--- src/rtl/pwm_aq_pkg.sv ---
package pwm_aq_pkg;
  localparam int N_EVT  = 5;
  localparam int N_CMP  = 2;
  localparam int EV_ZERO = 0;
  localparam int EV_CAU  = 1;
  localparam int EV_CAD  = 2;
  localparam int EV_CBU  = 3;
  localparam int EV_CBD  = 4;

  typedef enum logic [1:0] {
    ACT_HOLD = 2'b00,
    ACT_LOW  = 2'b01,
    ACT_HIGH = 2'b10,
    ACT_FLIP = 2'b11
  } act_code_e;

  // New output level for one code.
  function automatic logic apply_code(input logic cur, input logic [1:0] code);
    case (act_code_e'(code))
      ACT_LOW:  return 1'b0;
      ACT_HIGH: return 1'b1;
      ACT_FLIP: return ~cur;
      default:  return cur;
    endcase
  endfunction

  // Zero lowest, then compare B, compare A highest; code 00 never masks.
  function automatic logic [1:0] pick_code(input logic [N_EVT-1:0] ev,
                                           input logic [2*N_EVT-1:0] acts);
    logic [1:0] c;
    c = 2'b00;
    if (ev[EV_ZERO] && acts[1:0] != 2'b00) c = acts[1:0];
    for (int i = N_EVT - 1; i >= 1; i--) begin
      if (ev[i] && acts[2*i +: 2] != 2'b00) c = acts[2*i +: 2];
    end
    return c;
  endfunction
endpackage

--- src/rtl/pwm_shadow_reg.sv ---
module pwm_shadow_reg #(
  parameter int W = 16
) (
  input  logic         clk,
  input  logic         rst_n,
  input  logic         wr,
  input  logic [W-1:0] wdata,
  input  logic         load,
  output logic [W-1:0] shd,
  output logic [W-1:0] act
);
  always_ff @(posedge clk or negedge rst_n) begin
    if (!rst_n) begin
      shd <= '0;
      act <= '0;
    end else begin
      if (wr)   shd <= wdata;
      if (load) act <= shd;
    end
  end
endmodule

--- src/rtl/pwm_timebase.sv ---
module pwm_timebase #(
  parameter int CNT_W = 16
) (
  input  logic             clk,
  input  logic             rst_n,
  input  logic             tb_en,
  input  logic [CNT_W-1:0] prd,
  input  logic             cnt_wr,
  input  logic [CNT_W-1:0] cnt_wdata,
  input  logic             sync_in,
  input  logic             phase_en,
  input  logic [CNT_W-1:0] phase_val,
  output logic [CNT_W-1:0] count,
  output logic             cnt_up,
  output logic             zero_ev
);
  logic dir_up;
  logic parked;

  function automatic logic next_up(input logic [CNT_W-1:0] c,
                                   input logic [CNT_W-1:0] p,
                                   input logic d);
    if (c == '0)     return 1'b1;
    else if (c >= p) return 1'b0;
    else             return d;
  endfunction

  assign cnt_up  = next_up(count, prd, dir_up);
  assign parked  = (count == '0) && (prd == '0);
  assign zero_ev = tb_en && (count == '0);

  always_ff @(posedge clk or negedge rst_n) begin
    if (!rst_n) begin
      count  <= '0;
      dir_up <= 1'b1;
    end else if (cnt_wr) begin
      count  <= cnt_wdata;
      dir_up <= 1'b1;
    end else if (tb_en) begin
      if (sync_in && phase_en) begin
        count  <= phase_val;
        dir_up <= 1'b1;
      end else if (!parked) begin
        count  <= cnt_up ? count + 1'b1 : count - 1'b1;
        dir_up <= cnt_up;
      end
    end
  end
endmodule

--- src/rtl/pwm_aq_out.sv ---
module pwm_aq_out
  import pwm_aq_pkg::*;
(
  input  logic               clk,
  input  logic               rst_n,
  input  logic [N_EVT-1:0]   ev,
  input  logic [2*N_EVT-1:0] acts,
  output logic               pwm
);
  logic [1:0] code;
  assign code = pick_code(ev, acts);

  always_ff @(posedge clk or negedge rst_n) begin
    if (!rst_n) pwm <= 1'b0;
    else        pwm <= apply_code(pwm, code);
  end
endmodule

--- src/rtl/pwm_updown_aq.sv ---
module pwm_updown_aq
  import pwm_aq_pkg::*;
#(
  parameter int CNT_W = 16
) (
  input  logic             clk,
  input  logic             rst_n,
  input  logic             tb_en,
  input  logic             sync_in,
  input  logic             sync_master,
  input  logic             phase_en,
  input  logic [CNT_W-1:0] phase_val,
  input  logic             prd_wr,
  input  logic [CNT_W-1:0] prd_wdata,
  input  logic             cmpa_wr,
  input  logic [CNT_W-1:0] cmpa_wdata,
  input  logic             cmpb_wr,
  input  logic [CNT_W-1:0] cmpb_wdata,
  input  logic             cnt_wr,
  input  logic [CNT_W-1:0] cnt_wdata,
  input  logic [9:0]       act_a,
  input  logic [9:0]       act_b,
  output logic             pwm_a,
  output logic             pwm_b,
  output logic             sync_out,
  output logic             zero_irq,
  output logic [CNT_W-1:0] count
);
  localparam int ACT_W = 2 * N_EVT;

  logic             zero_ev;
  logic             cnt_up;
  logic [CNT_W-1:0] prd_shd, prd_act;
  logic             cmp_wr    [N_CMP];
  logic [CNT_W-1:0] cmp_wdata [N_CMP];
  logic [CNT_W-1:0] cmp_shd   [N_CMP];
  logic [CNT_W-1:0] cmp_act   [N_CMP];
  logic             cmp_hit   [N_CMP];
  logic [N_EVT-1:0] evt;

  assign cmp_wr[0]    = cmpa_wr;
  assign cmp_wr[1]    = cmpb_wr;
  assign cmp_wdata[0] = cmpa_wdata;
  assign cmp_wdata[1] = cmpb_wdata;

  pwm_shadow_reg #(.W(CNT_W)) u_prd (
    .clk(clk), .rst_n(rst_n), .wr(prd_wr), .wdata(prd_wdata),
    .load(zero_ev), .shd(prd_shd), .act(prd_act)
  );

  generate
    for (genvar k = 0; k < N_CMP; k++) begin : g_cmp
      pwm_shadow_reg #(.W(CNT_W)) u_cmp (
        .clk(clk), .rst_n(rst_n), .wr(cmp_wr[k]), .wdata(cmp_wdata[k]),
        .load(zero_ev), .shd(cmp_shd[k]), .act(cmp_act[k])
      );
      assign cmp_hit[k] = (count == cmp_act[k]);
      assign evt[EV_CAU + 2*k] = tb_en && cmp_hit[k] && cnt_up;
      assign evt[EV_CAD + 2*k] = tb_en && cmp_hit[k] && !cnt_up;
    end
  endgenerate

  assign evt[EV_ZERO] = zero_ev;

  pwm_timebase #(.CNT_W(CNT_W)) u_tb (
    .clk(clk), .rst_n(rst_n), .tb_en(tb_en), .prd(prd_act),
    .cnt_wr(cnt_wr), .cnt_wdata(cnt_wdata), .sync_in(sync_in),
    .phase_en(phase_en), .phase_val(phase_val),
    .count(count), .cnt_up(cnt_up), .zero_ev(zero_ev)
  );

  pwm_aq_out u_out_a (
    .clk(clk), .rst_n(rst_n), .ev(evt), .acts(act_a[ACT_W-1:0]), .pwm(pwm_a)
  );
  pwm_aq_out u_out_b (
    .clk(clk), .rst_n(rst_n), .ev(evt), .acts(act_b[ACT_W-1:0]), .pwm(pwm_b)
  );

  assign zero_irq = zero_ev;
  assign sync_out = sync_master ? zero_ev : sync_in;
endmodule

--- config.mk ---
export PLATFORM = sky130hd
export DESIGN_NAME = pwm_updown_aq
export DESIGN_NICKNAME = d
export VERILOG_FILES = /design/src/rtl/pwm_aq_pkg.sv /design/src/rtl/pwm_shadow_reg.sv /design/src/rtl/pwm_timebase.sv /design/src/rtl/pwm_aq_out.sv /design/src/rtl/pwm_updown_aq.sv
export SDC_FILE = /design/constraint.sdc
export NUM_CORES = 1
export LEC_CHECK = 0
export BUFFER_PORTS_ARGS = -buffer_cell sky130_fd_sc_hd__buf_2
export CAP_MARGIN = 10
export CORE_AREA = 2 2 129 131
export DETAILED_ROUTE_END_ITERATION = 8
export DIE_AREA = 0 0 131 133
export PLACE_DENSITY = 0.58
export SLEW_MARGIN = 20
export SYNTH_ARGS = -nofsm -noshare
export SYNTH_HDL_FRONTEND = slang
export SYNTH_SLANG_ARGS = --single-unit
--- constraint.sdc ---
create_clock -name clk -period 4.7 [get_ports clk]
set_input_delay 0.47 -clock clk [delete_from_list [all_inputs] [get_ports clk]]
set_output_delay 0.47 -clock clk [all_outputs]
set_load 0.01 [all_outputs]
== Yosys cells after proc, flatten, opt, wreduce, memory -nomap -nowiden ==
Index checks and enable logic that the tools add are counted.

* Input bits: 110
* Register bits: 115
* Output and inout bits: 20

* Equality and inequality tests: 9
* Mux-type cells: 24
* $add $sub $neg: 2
* Bitwise operators: 2
* Magnitude comparators: 1
* Reduce and logical (&&, ||, !) cells: 36

{| class="wikitable"
|+ Operator list
! cell !! number
|-
| 2-to-1 mux 16 bit || 5
|-
| == test 16 bit || 2
|-
| zero test 16 bit || 2
|-
| nonzero test 2 bit || 11
|-
| 2-to-1 mux 2 bit || 10
|-
| logical AND 1 bit || 19
|-
| adder 16 x 1 -> 16 bit, second input constant || 1
|-
| >= comparator 16 bit || 1
|-
| subtractor 16 x 1 -> 16 bit, second input constant || 1
|-
| == test 2 bit, second input constant || 4
|-
| 2-to-1 mux 1 bit || 7
|-
| case mux 1 bit (3 select lines) || 2
|-
| nonzero test 3 bit || 2
|-
| == test 2 x 1 -> 1 bit, second input constant || 2
|-
| inequality test 3 bit, second input constant || 1
|-
| inverter 1 bit || 2
|-
| AND reduction 2 bit || 1
|-
| zero test 1 bit || 1
|}

== Logic depth before layout (Yosys ltp) ==
* Depth in word-level cells: 12
* Mapped depth: 19

== Hierarchy ==
A second synthesis with hierarchy kept.

* Cell total of the unflattened synthesis: 584
* Area total of the unflattened synthesis: 6,787.8 µm²

{| class="wikitable"
|+ Modules (own cells, without submodules)
! module !! times used !! area each (µm²) !! cells each
|-
| pwm_shadow_reg || 3 || 1,298.7 || 68
|-
| pwm_timebase || 1 || 2,135.8 || 276
|-
| pwm_updown_aq || 1 || 420.4 || 56
|-
| pwm_aq_out || 2 || 167.7 || 24
|}

== Worst setup path after synthesis ==
OpenSTA, ideal clock, no wires.

* Path type: reg2reg
* Start point: register u_tb.count[9]
* End point: register u_tb.count[10]
* Arrival: 4.056 ns
* Required time: 4.572 ns
* Library setup time: 0.128 ns
* Stages on the path, launching flop included: 17
* Path slack: 0.516 ns
* Cells stage by stage: dfrtp_1 ha_1 a21oi_1 o21ai_0 o2111ai_1 o21ai_0 a21oi_1 nor2_1 ha_1 nor2b_1 o21ai_0 a21oi_1 o21ai_0 o21bai_1 a2111oi_0 o41ai_1 mux2_1

* Longest elaborated chain between the ends: 8
* Elaborated cells on any way between the ends: 14
* Those cells by class: 2 x add/sub; 1 x order compare; 1 x eq/ne; 7 x mux; 3 x reduce/logical

{| class="wikitable"
|+ RTL lines
! item !! line !! source
|-
| start: declaration || pwm_timebase.sv:13 || <nowiki>output logic [CNT_W-1:0] count,</nowiki>
|-
| start signal: assignment || pwm_timebase.sv:37 || <nowiki>count <= cnt_wdata;</nowiki>
|-
| start signal: assignment || pwm_timebase.sv:41 || <nowiki>count <= phase_val;</nowiki>
|-
| start signal: assignment || pwm_timebase.sv:44 || <nowiki>count <= cnt_up ? count + 1'b1 : count - 1'b1;</nowiki>
|-
| >= comparator 16 bit || pwm_timebase.sv:24 || <nowiki>else if (c >= p) return 1'b0;</nowiki>
|-
| 2-to-1 mux 1 bit || pwm_timebase.sv:24 ||
|-
| 2-to-1 mux 1 bit || pwm_timebase.sv:23 || <nowiki>if (c == '0) return 1'b1;</nowiki>
|-
| 2-to-1 mux 16 bit || pwm_timebase.sv:44 ||
|-
| 2-to-1 mux 16 bit || pwm_timebase.sv:43 || <nowiki>end else if (!parked) begin</nowiki>
|-
| 2-to-1 mux 16 bit || pwm_timebase.sv:40 || <nowiki>if (sync_in && phase_en) begin</nowiki>
|-
| 2-to-1 mux 16 bit || pwm_timebase.sv:39 || <nowiki>end else if (tb_en) begin</nowiki>
|-
| 2-to-1 mux 16 bit || pwm_timebase.sv:36 || <nowiki>end else if (cnt_wr) begin</nowiki>
|}

Several ways; a longest one is shown, not always the timed one. The select of a mux whose other input is x is not followed.
A chain may end at the register's enable or synchronous reset.

== Worst setup path after layout ==
* Start point: register u_tb.count[0]
* End point: register u_tb.count[10]

Same word-level chain as after synthesis.

==> results.json <==
{
  "start_kind": "flip-flop",
  "post-dp-hpwl_mm": 12.9,
  "swShare_pct": 25.9,
  "drive_above_1_share_pct": 29.3,
  "grt_pass1_vias": 5521,
  "layout_common_cells": "150 x nand2_1, 128 x buf_2, 114 x dfrtp_1",
  "cts.sinks": 115,
  "die_width_um": 131,
  "max-cap-violations": 0,
  "finalCriticalPeriod_ns": 4.13,
  "antenna_found_initial": 0,
  "clockBufferDepth": 2,
  "maxSlewViolCount": 0,
  "fin_skew_ns": 0.00661,
  "critPathRequiredTime_ns": 4.99,
  "cp_slowest_stage_delay_ns": 0.39,
  "gr-total-overflow": 0,
  "yosysSeqAreaShare_pct": 45.8,
  "final-hold-violation-count": 0,
  "share_seq_of_total_power_pct": 39.8,
  "wire_per_inst_um": 17.0,
  "ioPinCount": 130,
  "min_period_over_period_pct": 88.0,
  "synth_area_leaders": "dfrtp_1 45%, mux2_2 9.0%, nand2_1 9.0%, ha_1 6.0%, xnor2_1 4.9%",
  "worst_slew_pin_slew_ns": 1.05,
  "run_status": "completed",
  "critPathKind": "reg -> reg",
  "via_per_inst": 5.15,
  "h-tree-depth": 4,
  "slew_headroom_pct": 29.1,
  "yosys.area.top_type": "dfrtp_1",
  "final.setup.tns_ns": 0,
  "p_comb_share_pct": 15.3,
  "path_cells": "inv_1 -> ha_1 -> nor3b_1 -> o21ai_0 -> a211oi_1 -> o21ai_0 -> a21oi_1 -> nor2_4 -> buf_4 -> inv_1 -> fa_1 -> nor2b_1 -> o21ai_0 -> a21oi_1 -> o21ai_0 -> o21bai_1 -> a2111oi_2 -> o41ai_1 -> mux2_1",
  "setup_slack_ns": 0.566,
  "grt_max_degree": 87,
  "post-place-ws_ns": 0.445,
  "critPathTopFamily": "compound AO/OA/AOI/OAI gates",
  "grt_pass1_wl_mm": 27.8,
  "placed_cell_area_sq_mm": 0.00724,
  "postRouteAntennaNets": 0,
  "place_congestion": 0.832,
  "cp_common_cell": "o21ai_0",
  "die_h_um": 133,
  "hp-class": "in -> async",
  "path_clk_slew_ns": 0.05,
  "drcViolationCount": 0,
  "finalPower_mw": 2.76,
  "synth_seq_cells": 115,
  "area_delta_synth_final_pct": 24.4,
  "setup_viol": 0,
  "power_density_mw_per_mm2": 353,
  "synthFlopType": "dfrtp_1",
  "die_area_sq_mm": 0.0174,
  "p_int_mw": 2.04,
  "layout.nets": 940,
  "switching_power_uw": 714,
  "cp_max_fo": 13,
  "cts_root_buf": "clkbuf_16",
  "initial_core_util_pct": 38.9,
  "grt_usage_pct": 21.1,
  "post-synth-top-area-fraction_pct": 45.4,
  "mostFrequentLayoutCell": "nand2_1",
  "async_reset_ff_share_pct": 100,
  "firstDrtPassIters": 4,
  "rsz0062_at_grt": "no",
  "insertion_delay_ns": 0.41,
  "synth_fp_nets": 799,
  "clockPowerShare_pct": 45.0,
  "irDropWorstVdd_v": 0.000250,
  "wirelength_mm": 17.6,
  "drt_iter0_drc": 287,
  "antenna_cells": 0,
  "fmax_mhz": 242,
  "num_rows": 47,
  "cts_inserted_buffers": 17,
  "end_kind": "flip-flop",
  "worst_path_max_delay_cell": "a2111oi_2",
  "leakagePower_nw": 3.79,
  "port_buffers": 129,
  "cts_tree": "yes",
  "design_area_sq_mm": 0.00782,
  "crit_buf_inv": 3,
  "ys.warnings.count": 0,
  "synthCells": 658,
  "routed-via-count": 5307,
  "synth.distinct_cells": 48,
  "core_sq_mm": 0.0162,
  "synth_edf_count": 0,
  "cts_setup_buffers": 0,
  "avgSynthCellArea_sq_um": 9.56,
  "syn_area_sq_mm": 0.00629,
  "cp.arrival_ns": 4.42
}
registers in the layout (all words and copies together), names as in the netlist:
signal and cells:
u_out_b.pwm 1, u_tb.dir_up 1, u_out_a.pwm 1, g_cmp.u_cmp.shd 32, g_cmp.u_cmp.act 32, u_prd.act 16, u_tb.count 16, u_prd.shd 16
cell usage after synthesis (3+ instances only):
cell      number
nand2_1      150
dfrtp_1      114
mux2_2        50
o21ai_0       47
xnor2_1       35
a21oi_1       34
ha_1          30
inv_1         26
nor2_1        25
clkbuf_1      20
nor3_1        14
nand3_1       11
nand4_1        8
nor4_1         8
xor2_1         8
o21ai_1        7
a211oi_1       5
a21o_1         5
mux2i_1        5
nor2b_1        5
buf_1          4
nor3b_1        4
a221o_1        3
a31oi_1        3
and3_1         3
buf_6          3
o211ai_1       3
logic make-up (layout without fill, tap and decap cells):
logic type | Yosys count | after routing | synth area share [%]
simple gates | 237 | 237 | 16.7
compound gates | 122 | 122 | 11.7
flops | 115 | 115 | 45.8
mux | 56 | 56 | 9.93
buf+inv | 54 | 206 | 3.64
xor+xnor | 43 | 43 | 5.99
fa+ha+maj | 31 | 31 | 6.29
repair_timing:
action | CTS | global route
setup endpoints to repair | 0 | 1
hold buffers | 0 | 0
gates resized for setup | 0 | 4
hold endpoints to repair | 0 | 0
cell type report:
cell class,count,area [sq um]
repair buffers,150,810
clock inverters,10,110
multi-input cells,489,3190
flip-flops and latches,115,2880
clock buffers,20,457
inverters,26,97.6
fillers,1554,8350
well taps,220,275
power by group through the flow:
stage          Sequential (mW)  Clock, mW  Combinational [mW]
2_1_floorplan             1.13          0               0.219
3_3_place_gp              1.11          0               0.413
3_5_place_dp              1.11          0               0.421
4_1_cts                   1.10       1.27               0.423
5_1_grt                   1.11       1.32               0.465
6_report                  1.10       1.24               0.421
worst register-to-register path, delay by kind of cell (launching register included):
kind            cells  cell delay (ns)
compound gates     10             2.14
buf+inv             3             0.41
flops               1             0.37
simple gates        3             0.36
mux                 1             0.29
fa+ha+maj           2             0.42
path summary, 6_finish.rpt:
| path | start | end | slack, ns | cells after the start |
|---|---|---|---|---|
| setup / recovery | u_tb.count[0] | u_tb.count[10] | 0.57 | 19 |
| hold / removal | rst_n | g_cmp[0].u_cmp.shd[7] | 0.12 | 1 |
| setup reg to reg | u_tb.count[0] | u_tb.count[10] | 0.57 | 19 |
| hold reg to reg | g_cmp[0].u_cmp.shd[2] | g_cmp[0].u_cmp.act[2] | 0.46 | 2 |
| max in group asynchronous | rst_n | u_tb.count[4] | 3.65 | 2 |
| min in group clk | cnt_wdata[6] | u_tb.count[6] | 0.27 | 3 |
metrics by stage:
| step | hold slack, ns | util (%) | cells |
|---|---|---|---|
| 2_1_floorplan | 0.174 | - | 658 |
| 3_3_place_gp | 0.453 | 44.8 | 1000 |
| 3_5_place_dp | 0.452 | 44.8 | 1000 |
| 4_1_cts | 0.248 | 48.3 | 1030 |
| 5_1_grt | 0.187 | 48.4 | 1030 |
| 6_report | 0.124 | 48.4 | 1030 |
layer usage:
| layer | GRT usage [%] | part of all wire [%] | vias to the layer above |
|---|---|---|---|
| met5 | 0 | 0 | - |
| met1 | 26.8 | 43 | 2545 |
| met2 | 34.6 | 49 | 166 |
| met3 | 4.65 | 6.1 | 28 |
| li1 | - | - | 2568 |
| met4 | 8.92 | 2.2 | 0 |
(Power assumes the default switching activity.)
